[src/rtl/cdq_pkg.sv]
package cdq_pkg;
  localparam int SYM_BITS     = 7;
  localparam int MAX_PAD      = 8;
  localparam int SYNC_SYMS    = 2;
  localparam int DATA_SYMS    = 96;
  localparam int PAYLOAD_BITS = 80;
  localparam int CRC_W        = 16;
  localparam logic [15:0] CRC_POLY = 16'h1021;

  typedef enum logic [0:0] {FR_PAD, FR_BITS} fr_state_e;
  typedef enum logic [0:0] {BK_HUNT, BK_DATA} bk_state_e;
endpackage

[src/rtl/cdq_symbol_framer.sv]
module cdq_symbol_framer
  import cdq_pkg::*;
#(
  parameter int SYMBITS = SYM_BITS,
  parameter int PADMAX  = MAX_PAD
) (
  input  logic               clk_i,
  input  logic               rst_ni,
  input  logic               bit_vld_i,
  input  logic               bit_i,
  output logic               sym_vld_o,
  output logic [SYMBITS-1:0] sym_o,
  output logic               loss_o
);
  localparam int PAD_W = $clog2(PADMAX + 1);
  localparam int BIT_W = (SYMBITS > 1) ? $clog2(SYMBITS) : 1;
  localparam logic [PAD_W-1:0] PAD_LIM  = PAD_W'(PADMAX);
  localparam logic [BIT_W-1:0] LAST_BIT = BIT_W'(SYMBITS - 1);

  fr_state_e          state_q, state_d;
  logic [PAD_W-1:0]   pad_q, pad_d;
  logic [BIT_W-1:0]   cnt_q, cnt_d;
  logic [SYMBITS-1:0] shift_q, shift_d;
  logic               sym_vld_d, loss_d;
  logic               sym_vld_q, loss_q;
  logic [SYMBITS-1:0] sym_q;

  always_comb begin
    state_d   = state_q;
    pad_d     = pad_q;
    cnt_d     = cnt_q;
    shift_d   = shift_q;
    sym_vld_d = 1'b0;
    loss_d    = 1'b0;
    if (bit_vld_i) begin
      case (state_q)
        FR_PAD: begin
          if (bit_i) begin
            state_d = FR_BITS;
            cnt_d   = '0;
            pad_d   = '0;
          end else if (pad_q == PAD_LIM) begin
            loss_d = 1'b1;
          end else begin
            pad_d = pad_q + 1'b1;
          end
        end
        default: begin
          shift_d = {shift_q[SYMBITS-2:0], bit_i};
          if (cnt_q == LAST_BIT) begin
            state_d   = FR_PAD;
            pad_d     = '0;
            sym_vld_d = 1'b1;
          end else begin
            cnt_d = cnt_q + 1'b1;
          end
        end
      endcase
    end
  end

  always_ff @(posedge clk_i or negedge rst_ni) begin
    if (!rst_ni) begin
      state_q   <= FR_PAD;
      pad_q     <= '0;
      cnt_q     <= '0;
      shift_q   <= '0;
      sym_vld_q <= 1'b0;
      loss_q    <= 1'b0;
      sym_q     <= '0;
    end else begin
      state_q   <= state_d;
      pad_q     <= pad_d;
      cnt_q     <= cnt_d;
      shift_q   <= shift_d;
      sym_vld_q <= sym_vld_d;
      loss_q    <= loss_d;
      if (sym_vld_d) sym_q <= shift_d;
    end
  end

  assign sym_vld_o = sym_vld_q;
  assign sym_o     = sym_q;
  assign loss_o    = loss_q;


  no_loss_after_sym_chk: assert property (@(posedge clk_i) disable iff (!rst_ni)
    sym_vld_q |=> !loss_q);

  loss_needs_zero_chk: assert property (@(posedge clk_i) disable iff (!rst_ni)
    $rose(loss_q) |-> $past(bit_vld_i && !bit_i));

  sym_loss_excl_chk: assert property (@(posedge clk_i) disable iff (!rst_ni)
    !(sym_vld_q && loss_q));
endmodule

[src/rtl/cdq_block_tracker.sv]
module cdq_block_tracker
  import cdq_pkg::*;
#(
  parameter int SYMBITS = SYM_BITS,
  parameter int NSYNC   = SYNC_SYMS,
  parameter int NDATA   = DATA_SYMS,
  localparam int IDX_W  = $clog2(NDATA)
) (
  input  logic               clk_i,
  input  logic               rst_ni,
  input  logic               sym_vld_i,
  input  logic [SYMBITS-1:0] sym_i,
  input  logic               loss_i,
  output logic               start_o,
  output logic               qbit_vld_o,
  output logic               qbit_o,
  output logic [IDX_W-1:0]   qidx_o,
  output logic               done_o
);
  localparam int ZC_W = $clog2(NSYNC + 1);
  localparam logic [ZC_W-1:0]  ZC_LAST  = ZC_W'(NSYNC - 1);
  localparam logic [IDX_W-1:0] IDX_LAST = IDX_W'(NDATA - 1);

  bk_state_e        state_q, state_d;
  logic [ZC_W-1:0]  zc_q, zc_d;
  logic [IDX_W-1:0] idx_q, idx_d;

  always_comb begin
    state_d    = state_q;
    zc_d       = zc_q;
    idx_d      = idx_q;
    start_o    = 1'b0;
    qbit_vld_o = 1'b0;
    done_o     = 1'b0;
    if (loss_i) begin
      state_d = BK_HUNT;
      zc_d    = '0;
    end else if (sym_vld_i) begin
      if (state_q == BK_HUNT) begin
        if (sym_i == '0) begin
          if (zc_q == ZC_LAST) begin
            state_d = BK_DATA;
            zc_d    = '0;
            idx_d   = '0;
            start_o = 1'b1;
          end else begin
            zc_d = zc_q + 1'b1;
          end
        end else begin
          zc_d = '0;
        end
      end else begin
        qbit_vld_o = 1'b1;
        if (idx_q == IDX_LAST) begin
          state_d = BK_HUNT;
          done_o  = 1'b1;
        end else begin
          idx_d = idx_q + 1'b1;
        end
      end
    end
  end

  assign qbit_o = sym_i[SYMBITS-1];
  assign qidx_o = idx_q;

  always_ff @(posedge clk_i or negedge rst_ni) begin
    if (!rst_ni) begin
      state_q <= BK_HUNT;
      zc_q    <= '0;
      idx_q   <= '0;
    end else begin
      state_q <= state_d;
      zc_q    <= zc_d;
      idx_q   <= idx_d;
    end
  end


  loss_to_hunt_chk: assert property (@(posedge clk_i) disable iff (!rst_ni)
    loss_i |=> (state_q == BK_HUNT));

  start_to_data_chk: assert property (@(posedge clk_i) disable iff (!rst_ni)
    start_o |=> (state_q == BK_DATA && idx_q == '0));

  idx_range_chk: assert property (@(posedge clk_i) disable iff (!rst_ni)
    (state_q == BK_DATA) |-> (idx_q <= IDX_LAST));
endmodule

[src/rtl/cdq_crc_check.sv]
module cdq_crc_check
  import cdq_pkg::*;
#(
  parameter int NPAY   = PAYLOAD_BITS,
  parameter int IDX_W  = 7
) (
  input  logic             clk_i,
  input  logic             rst_ni,
  input  logic             start_i,
  input  logic             qbit_vld_i,
  input  logic             qbit_i,
  input  logic [IDX_W-1:0] qidx_i,
  output logic             crc_err_o
);
  localparam logic [IDX_W-1:0] PAY_LIM = IDX_W'(NPAY);

  logic [CRC_W-1:0] crc_q, crc_d;
  logic [CRC_W-1:0] rx_q, rx_d;
  logic             fb;

  always_comb begin
    crc_d = crc_q;
    rx_d  = rx_q;
    fb    = crc_q[CRC_W-1] ^ qbit_i;
    if (start_i) begin
      crc_d = '0;
      rx_d  = '0;
    end else if (qbit_vld_i) begin
      if (qidx_i < PAY_LIM) begin
        crc_d = {crc_q[CRC_W-2:0], 1'b0} ^ (fb ? CRC_POLY : '0);
      end else begin
        rx_d = {rx_q[CRC_W-2:0], qbit_i};
      end
    end
  end

  always_ff @(posedge clk_i or negedge rst_ni) begin
    if (!rst_ni) begin
      crc_q <= '0;
      rx_q  <= '0;
    end else begin
      crc_q <= crc_d;
      rx_q  <= rx_d;
    end
  end

  assign crc_err_o = (rx_q != ~crc_q);


  crc_cleared_chk: assert property (@(posedge clk_i) disable iff (!rst_ni)
    start_i |=> (crc_q == '0 && rx_q == '0));
endmodule

[src/rtl/cdq_qreg_bank.sv]
module cdq_qreg_bank
  import cdq_pkg::*;
#(
  parameter int NPAY  = PAYLOAD_BITS,
  parameter int IDX_W = 7
) (
  input  logic             clk_i,
  input  logic             rst_ni,
  input  logic             qbit_vld_i,
  input  logic             qbit_i,
  input  logic [IDX_W-1:0] qidx_i,
  input  logic             done_i,
  input  logic             crc_err_i,
  output logic [NPAY-1:0]  qbytes_o,
  output logic             crc_err_o,
  output logic             new_o
);
  localparam logic [IDX_W-1:0] PAY_LIM = IDX_W'(NPAY);

  logic [NPAY-1:0] sr_q, sr_d;
  logic            load_q;
  logic [NPAY-1:0] out_q;
  logic            err_q, new_q;

  always_comb begin
    sr_d = sr_q;
    if (qbit_vld_i && (qidx_i < PAY_LIM)) sr_d = {sr_q[NPAY-2:0], qbit_i};
  end

  always_ff @(posedge clk_i or negedge rst_ni) begin
    if (!rst_ni) begin
      sr_q   <= '0;
      load_q <= 1'b0;
      out_q  <= '0;
      err_q  <= 1'b0;
      new_q  <= 1'b0;
    end else begin
      sr_q   <= sr_d;
      load_q <= done_i;
      new_q  <= load_q;
      if (load_q) begin
        out_q <= sr_q;
        err_q <= crc_err_i;
      end
    end
  end

  assign qbytes_o  = out_q;
  assign crc_err_o = err_q;
  assign new_o     = new_q;


  single_pulse_chk: assert property (@(posedge clk_i) disable iff (!rst_ni)
    new_q |=> !new_q);

  hold_between_chk: assert property (@(posedge clk_i) disable iff (!rst_ni)
    !new_q |-> ($stable(out_q) && $stable(err_q)));

  load_copy_chk: assert property (@(posedge clk_i) disable iff (!rst_ni)
    new_q |-> (out_q == $past(sr_q)));
endmodule

[src/rtl/cdq_extractor.sv]
module cdq_extractor
  import cdq_pkg::*;
#(
  parameter int SYMBITS  = SYM_BITS,
  parameter int PADMAX   = MAX_PAD,
  parameter int NSYNC    = SYNC_SYMS,
  parameter int NDATA    = DATA_SYMS,
  parameter int NREGS    = 10,
  parameter int RST_SYNC = 2
) (
  input  logic              clk_i,
  input  logic              rst_ni,
  input  logic              ubit_vld_i,
  input  logic              ubit_i,
  output logic [NREGS*8-1:0] qbytes_o,
  output logic              crc_err_o,
  output logic              qnew_o
);
  localparam int NPAY  = NREGS * 8;
  localparam int IDX_W = $clog2(NDATA);

  logic [RST_SYNC-1:0] rst_pipe_q;
  logic                rst_n;

  generate
    if (RST_SYNC > 1) begin : g_rsync
      always_ff @(posedge clk_i or negedge rst_ni) begin
        if (!rst_ni) rst_pipe_q <= '0;
        else         rst_pipe_q <= {rst_pipe_q[RST_SYNC-2:0], 1'b1};
      end
    end else begin : g_rsync1
      always_ff @(posedge clk_i or negedge rst_ni) begin
        if (!rst_ni) rst_pipe_q <= '0;
        else         rst_pipe_q <= 1'b1;
      end
    end
  endgenerate
  assign rst_n = rst_pipe_q[RST_SYNC-1];

  logic               sym_vld, loss;
  logic [SYMBITS-1:0] sym;
  logic               start, qbit_vld, qbit, done, crc_err;
  logic [IDX_W-1:0]   qidx;

  cdq_symbol_framer #(.SYMBITS(SYMBITS), .PADMAX(PADMAX)) u_framer (
    .clk_i(clk_i), .rst_ni(rst_n), .bit_vld_i(ubit_vld_i), .bit_i(ubit_i),
    .sym_vld_o(sym_vld), .sym_o(sym), .loss_o(loss));

  cdq_block_tracker #(.SYMBITS(SYMBITS), .NSYNC(NSYNC), .NDATA(NDATA)) u_tracker (
    .clk_i(clk_i), .rst_ni(rst_n), .sym_vld_i(sym_vld), .sym_i(sym), .loss_i(loss),
    .start_o(start), .qbit_vld_o(qbit_vld), .qbit_o(qbit), .qidx_o(qidx), .done_o(done));

  cdq_crc_check #(.NPAY(NPAY), .IDX_W(IDX_W)) u_crc (
    .clk_i(clk_i), .rst_ni(rst_n), .start_i(start), .qbit_vld_i(qbit_vld),
    .qbit_i(qbit), .qidx_i(qidx), .crc_err_o(crc_err));

  cdq_qreg_bank #(.NPAY(NPAY), .IDX_W(IDX_W)) u_bank (
    .clk_i(clk_i), .rst_ni(rst_n), .qbit_vld_i(qbit_vld), .qbit_i(qbit),
    .qidx_i(qidx), .done_i(done), .crc_err_i(crc_err),
    .qbytes_o(qbytes_o), .crc_err_o(crc_err_o), .new_o(qnew_o));
endmodule

[config.mk]
export PLATFORM = sky130hd
export DESIGN_NAME = cdq_extractor
export DESIGN_NICKNAME = d
export VERILOG_FILES = /design/src/rtl/cdq_pkg.sv /design/src/rtl/cdq_symbol_framer.sv /design/src/rtl/cdq_block_tracker.sv /design/src/rtl/cdq_crc_check.sv /design/src/rtl/cdq_qreg_bank.sv /design/src/rtl/cdq_extractor.sv
export SDC_FILE = /design/constraint.sdc
export NUM_CORES = 1
export LEC_CHECK = 0
export BUFFER_PORTS_ARGS = -buffer_cell sky130_fd_sc_hd__buf_2
export CAP_MARGIN = 40
export CORE_MARGIN = 1.5
export CORE_UTILIZATION = 40
export CTS_BUF_LIST = sky130_fd_sc_hd__clkbuf_4 sky130_fd_sc_hd__clkbuf_8 sky130_fd_sc_hd__clkbuf_16
export DETAILED_ROUTE_END_ITERATION = 8
export PLACE_DENSITY = 0.59
export SLEW_MARGIN = 20
export SYNTH_ARGS = -nofsm -noshare
export SYNTH_HDL_FRONTEND = slang
export SYNTH_SLANG_ARGS = --single-unit
[constraint.sdc]
create_clock -name clk_i -period 8.6 [get_ports clk_i]
set_input_delay 1.29 -clock clk_i [delete_from_list [all_inputs] [get_ports clk_i]]
set_output_delay 1.29 -clock clk_i [all_outputs]
set_load 0.01 [all_outputs]
==> impl_results.rst <==
.. list-table::
   :header-rows: 1

   * - Metric
     - Value
   * - Run status
     - completed
   * - Largest area contributor in the netlist
     - dfrtp_1
   * - Max-slew headroom
     - 0.577
   * - Vias in the first global route
     - 5945
   * - Max Freq
     - roughly 430 MHz
   * - Overall power consumption
     - 0.00246 W
   * - Hold/Removal Path Class
     - reg -> async
   * - I/O Buffers
     - 85
   * - Combinational fraction of design power
     - 0.083
   * - Leak
     - 5.86 nW
   * - Critical Path Max Stage Delay
     - around 0.40 ns
   * - R2r setup slk
     - roughly 6.7 ns
   * - Max-slew violation total from the final report
     - 0
   * - Number of flip-flops and latches in the synthesized netlist
     - 230
   * - RSZ-0062 raised after global routing
     - no
   * - Clock skew
     - 0.0207 ns
   * - Per-cell routed wire length
     - roughly 14 um
   * - Net count after synthesis
     - 844
   * - Die H
     - 155 um
   * - Async S/R FF share, synth
     - 1.00
   * - Final setup margin
     - 6.25 ns
   * - Critical-path cell list
     - buf_2
   * - Share of the synthesized area in the top cell type
     - 0.624
   * - Synthesis warning total
     - 0
   * - Final period utilization
     - 0.273
   * - Inserted Clock Buffers
     - 24
   * - Aggregate global routing overflow
     - 0
   * - Quantity of hold-fixing buffers added after cts
     - 0
   * - Site Rows
     - 55
   * - Total Negative Setup Slacks
     - 0 ns
   * - Post-CTS Setup Inserts
     - 0
   * - Die X-Extent
     - 155 um
   * - Setup CP Type
     - reg -> out
   * - Latest clock arrival within the worst-skew pair
     - 0.51 ns
   * - Area contributors post-synth
     - dfrtp_1 (62%), nand2_1 (14%), mux2_2 (11%)
   * - Antenna Cells
     - 0
   * - Clock root buffer
     - clkbuf_16
   * - Via count normalized by instance count
     - 4.90
   * - Critical path's slowest cell
     - dfrtp_1
   * - Clock share of power
     - 0.422
   * - Final weighted congestion in routability-driven placement
     - 0.757
   * - Total core area
     - 22600 um2
   * - Starting density of the core
     - 0.407
   * - CTS clock-pin slew for the worst setup and hold paths
     - 0.06 ns
   * - Total routing resource utilization after global routing
     - 0.149
   * - Synth Area per Inst
     - 11.0 um2
   * - H-tree levels
     - 1
   * - Cell area power density
     - 228 nW/um2
   * - Number of max-cap violations
     - 0
   * - Shortest clock period the worst path allows after layout
     - about 2.3 ns
   * - Commonest non-fill, non-tap cell in the layout
     - nand2_1
   * - Die outline area
     - 24000 um2
   * - Pre-CTS worst setup slack
     - just over 6 ns
   * - Final setup fails
     - 0
   * - I/O pin count
     - 86
   * - Critical Path End Type
     - primary output
   * - Worst EP arrival
     - 1.06 ns
   * - Fillers
     - around 2100
   * - Final routed wirelength across all metal layers
     - ~17000 um
   * - Maximum root-to-sink buffer count
     - 3
   * - Count of instances resized after the clock tree is built
     - 0
   * - Psw
     - 0.000587 W
   * - Nature of the critical path startpoint
     - flip-flop
   * - Pin count of the biggest net entering global routing
     - 68
   * - Length of the first detailed-routing pass in iterations
     - 4
   * - Number of vias in the routed layout
     - 5963
   * - Final #Nets
     - 928
   * - Area overhead of the layout relative to synthesis
     - 17.2%
   * - First-pass GRT wire length
     - 29800 um
   * - Seq/Total Area, Yosys
     - 0.624
   * - Number of hold-slack violations in the final timing report
     - 0
   * - Sw frac
     - 0.239
   * - Count of antenna-violating nets left after detailed routing
     - 0
   * - Worst path bufs/invs
     - 1
   * - Largest delay share family, worst path
     - flip-flops
   * - Most used flip-flop cell after synthesis
     - dfrtp_1
   * - Maximum fanout encountered on the critical timing path
     - 2
   * - Post-synthesis instance area
     - 9220 um2
   * - P_int
     - approximately 0.0019 W
   * - Cells after synthesis
     - about 840
   * - Top library cells by usage in the layout, fill and taps aside
     - nand2_1 (331), dfrtp_1 (228), mux2_2 (87), buf_2 (85), a21oi_1 (35)
   * - Peak supply drop
     - 147 uV
   * - Initial antenna violation count
     - 0
   * - Slew of the pin with the lowest slew margin
     - approximately 0.63 ns
   * - Post-synth EDFFs
     - 0
   * - DR iter-0 viols
     - 227
   * - Relative contribution of sequential cells to total power
     - 0.495
   * - Ratio of cells with drive above 1 in the final layout
     - 0.260
   * - Distinct cell type count after synthesis
     - 50
   * - Endpoint required time on the critical path
     - 7.31 ns
   * - Final core utilization
     - 0.477
   * - Placed wire-length estimate
     - 10500 um
   * - Clock sink total
     - 230
   * - Clock tree from TritonCTS
     - yes
   * - Post-detailed-route DRC marker count
     - 0
==> synthesized netlist by cell type (all sizes together) (4+ instances only) <==
cell    count
a21oi      35
buf        34
clkbuf      5
dfrtp     230
ha          5
inv         8
mux2       87
nand2     332
nand3      14
nand3b      4
nand4       5
nor2        7
o211ai      5
o21ai      12
xor2       16
==> power by group through the flow <==
stage	logic, W	registers, W	clock network [W]
detailed placement	0.000206	0.00124	0
finish	0.000204	0.00122	0.00104
floorplan	0.000166	0.00122	0
global route	0.000241	0.00123	0.00112
CTS	0.000207	0.00122	0.00107
global placement	0.000198	0.00124	0
==> logic make-up (layout without fill, tap and decap cells) <==
logic type               after synthesis  in the layout  synth area share
multiplexers                          88             88             0.107
other                                  1              1          0.000407
XOR/XNOR                              19             19            0.0180
flip-flops                           230            230             0.624
AO/OA/AOI/OAI                         64             64            0.0430
buffers and inverters                 48            145            0.0273
adder cells (fa/ha/maj)                5              5           0.00678
AND/OR/NAND/NOR                      380            380             0.173
==> layer usage <==
layer / GRT usage / vias up / wire, um
li1: - / 2904 / -
met1: 0.214 / 2930 / 8530
met2: 0.234 / 107 / 7650
met3: 0.0297 / 22 / 681
met4: 0.0325 / 0 / 305
met5: 0 / - / 0
==> worst paths after layout <==
check | start | to | cells past startpoint
min in group clk_i | rst_pipe_q[0] | rst_pipe_q[1] | 0
worst max-delay path | u_bank.qbytes_o[12] | qbytes_o[12] | 1
worst max register to register | u_tracker.state_q | u_crc.crc_q[9] | 6
max in group asynchronous | rst_pipe_q[1] | u_bank.qbytes_o[76] | 4
worst min register to register | rst_pipe_q[1] | u_bank.qbytes_o[15] | 0
worst min-delay path | rst_pipe_q[1] | u_bank.qbytes_o[15] | 0
==> stage by stage <==
stage               hold slack (ns)  std cells  cell area [um2]
floorplan                     0.331        835             9220
global placement              0.208       1171             9840
detailed placement            0.214       1176             9950
CTS                           0.218       1215            10800
global route                  0.240       1217            10800
finish                        0.203       1217            10800
==> state kept, by name, indices dropped and copies added (netlist names) <==
name                cells
u_bank.qbytes_o        80
u_bank.sr_q            80
u_crc.crc_q            16
u_crc.rx_q             16
u_framer.sym_o          7
u_tracker.qidx_o        7
u_framer.shift_q        6
u_framer.pad_q          4
u_framer.cnt_q          3
rst_pipe_q              2
u_tracker.zc_q          2
u_bank.crc_err_o        1
u_bank.load_q           1
u_bank.new_o            1
u_framer.loss_o         1
u_framer.state_q        1
u_framer.sym_vld_o      1
u_tracker.state_q       1
==> final cells by class <==
cell class | count | area [um2] | area share
clock buffer | 34 | 724 | 0.0670
clock inverter | 5 | 77.6 | 0.00718
inverter | 9 | 33.8 | 0.00312
multi-input combinational | 557 | 3230 | 0.298
sequential | 230 | 5760 | 0.533
tap | 285 | 357 | 0.0330
timing repair buffer | 97 | 628 | 0.0581
No activity file was read; power rests on OpenSTA's default activity.
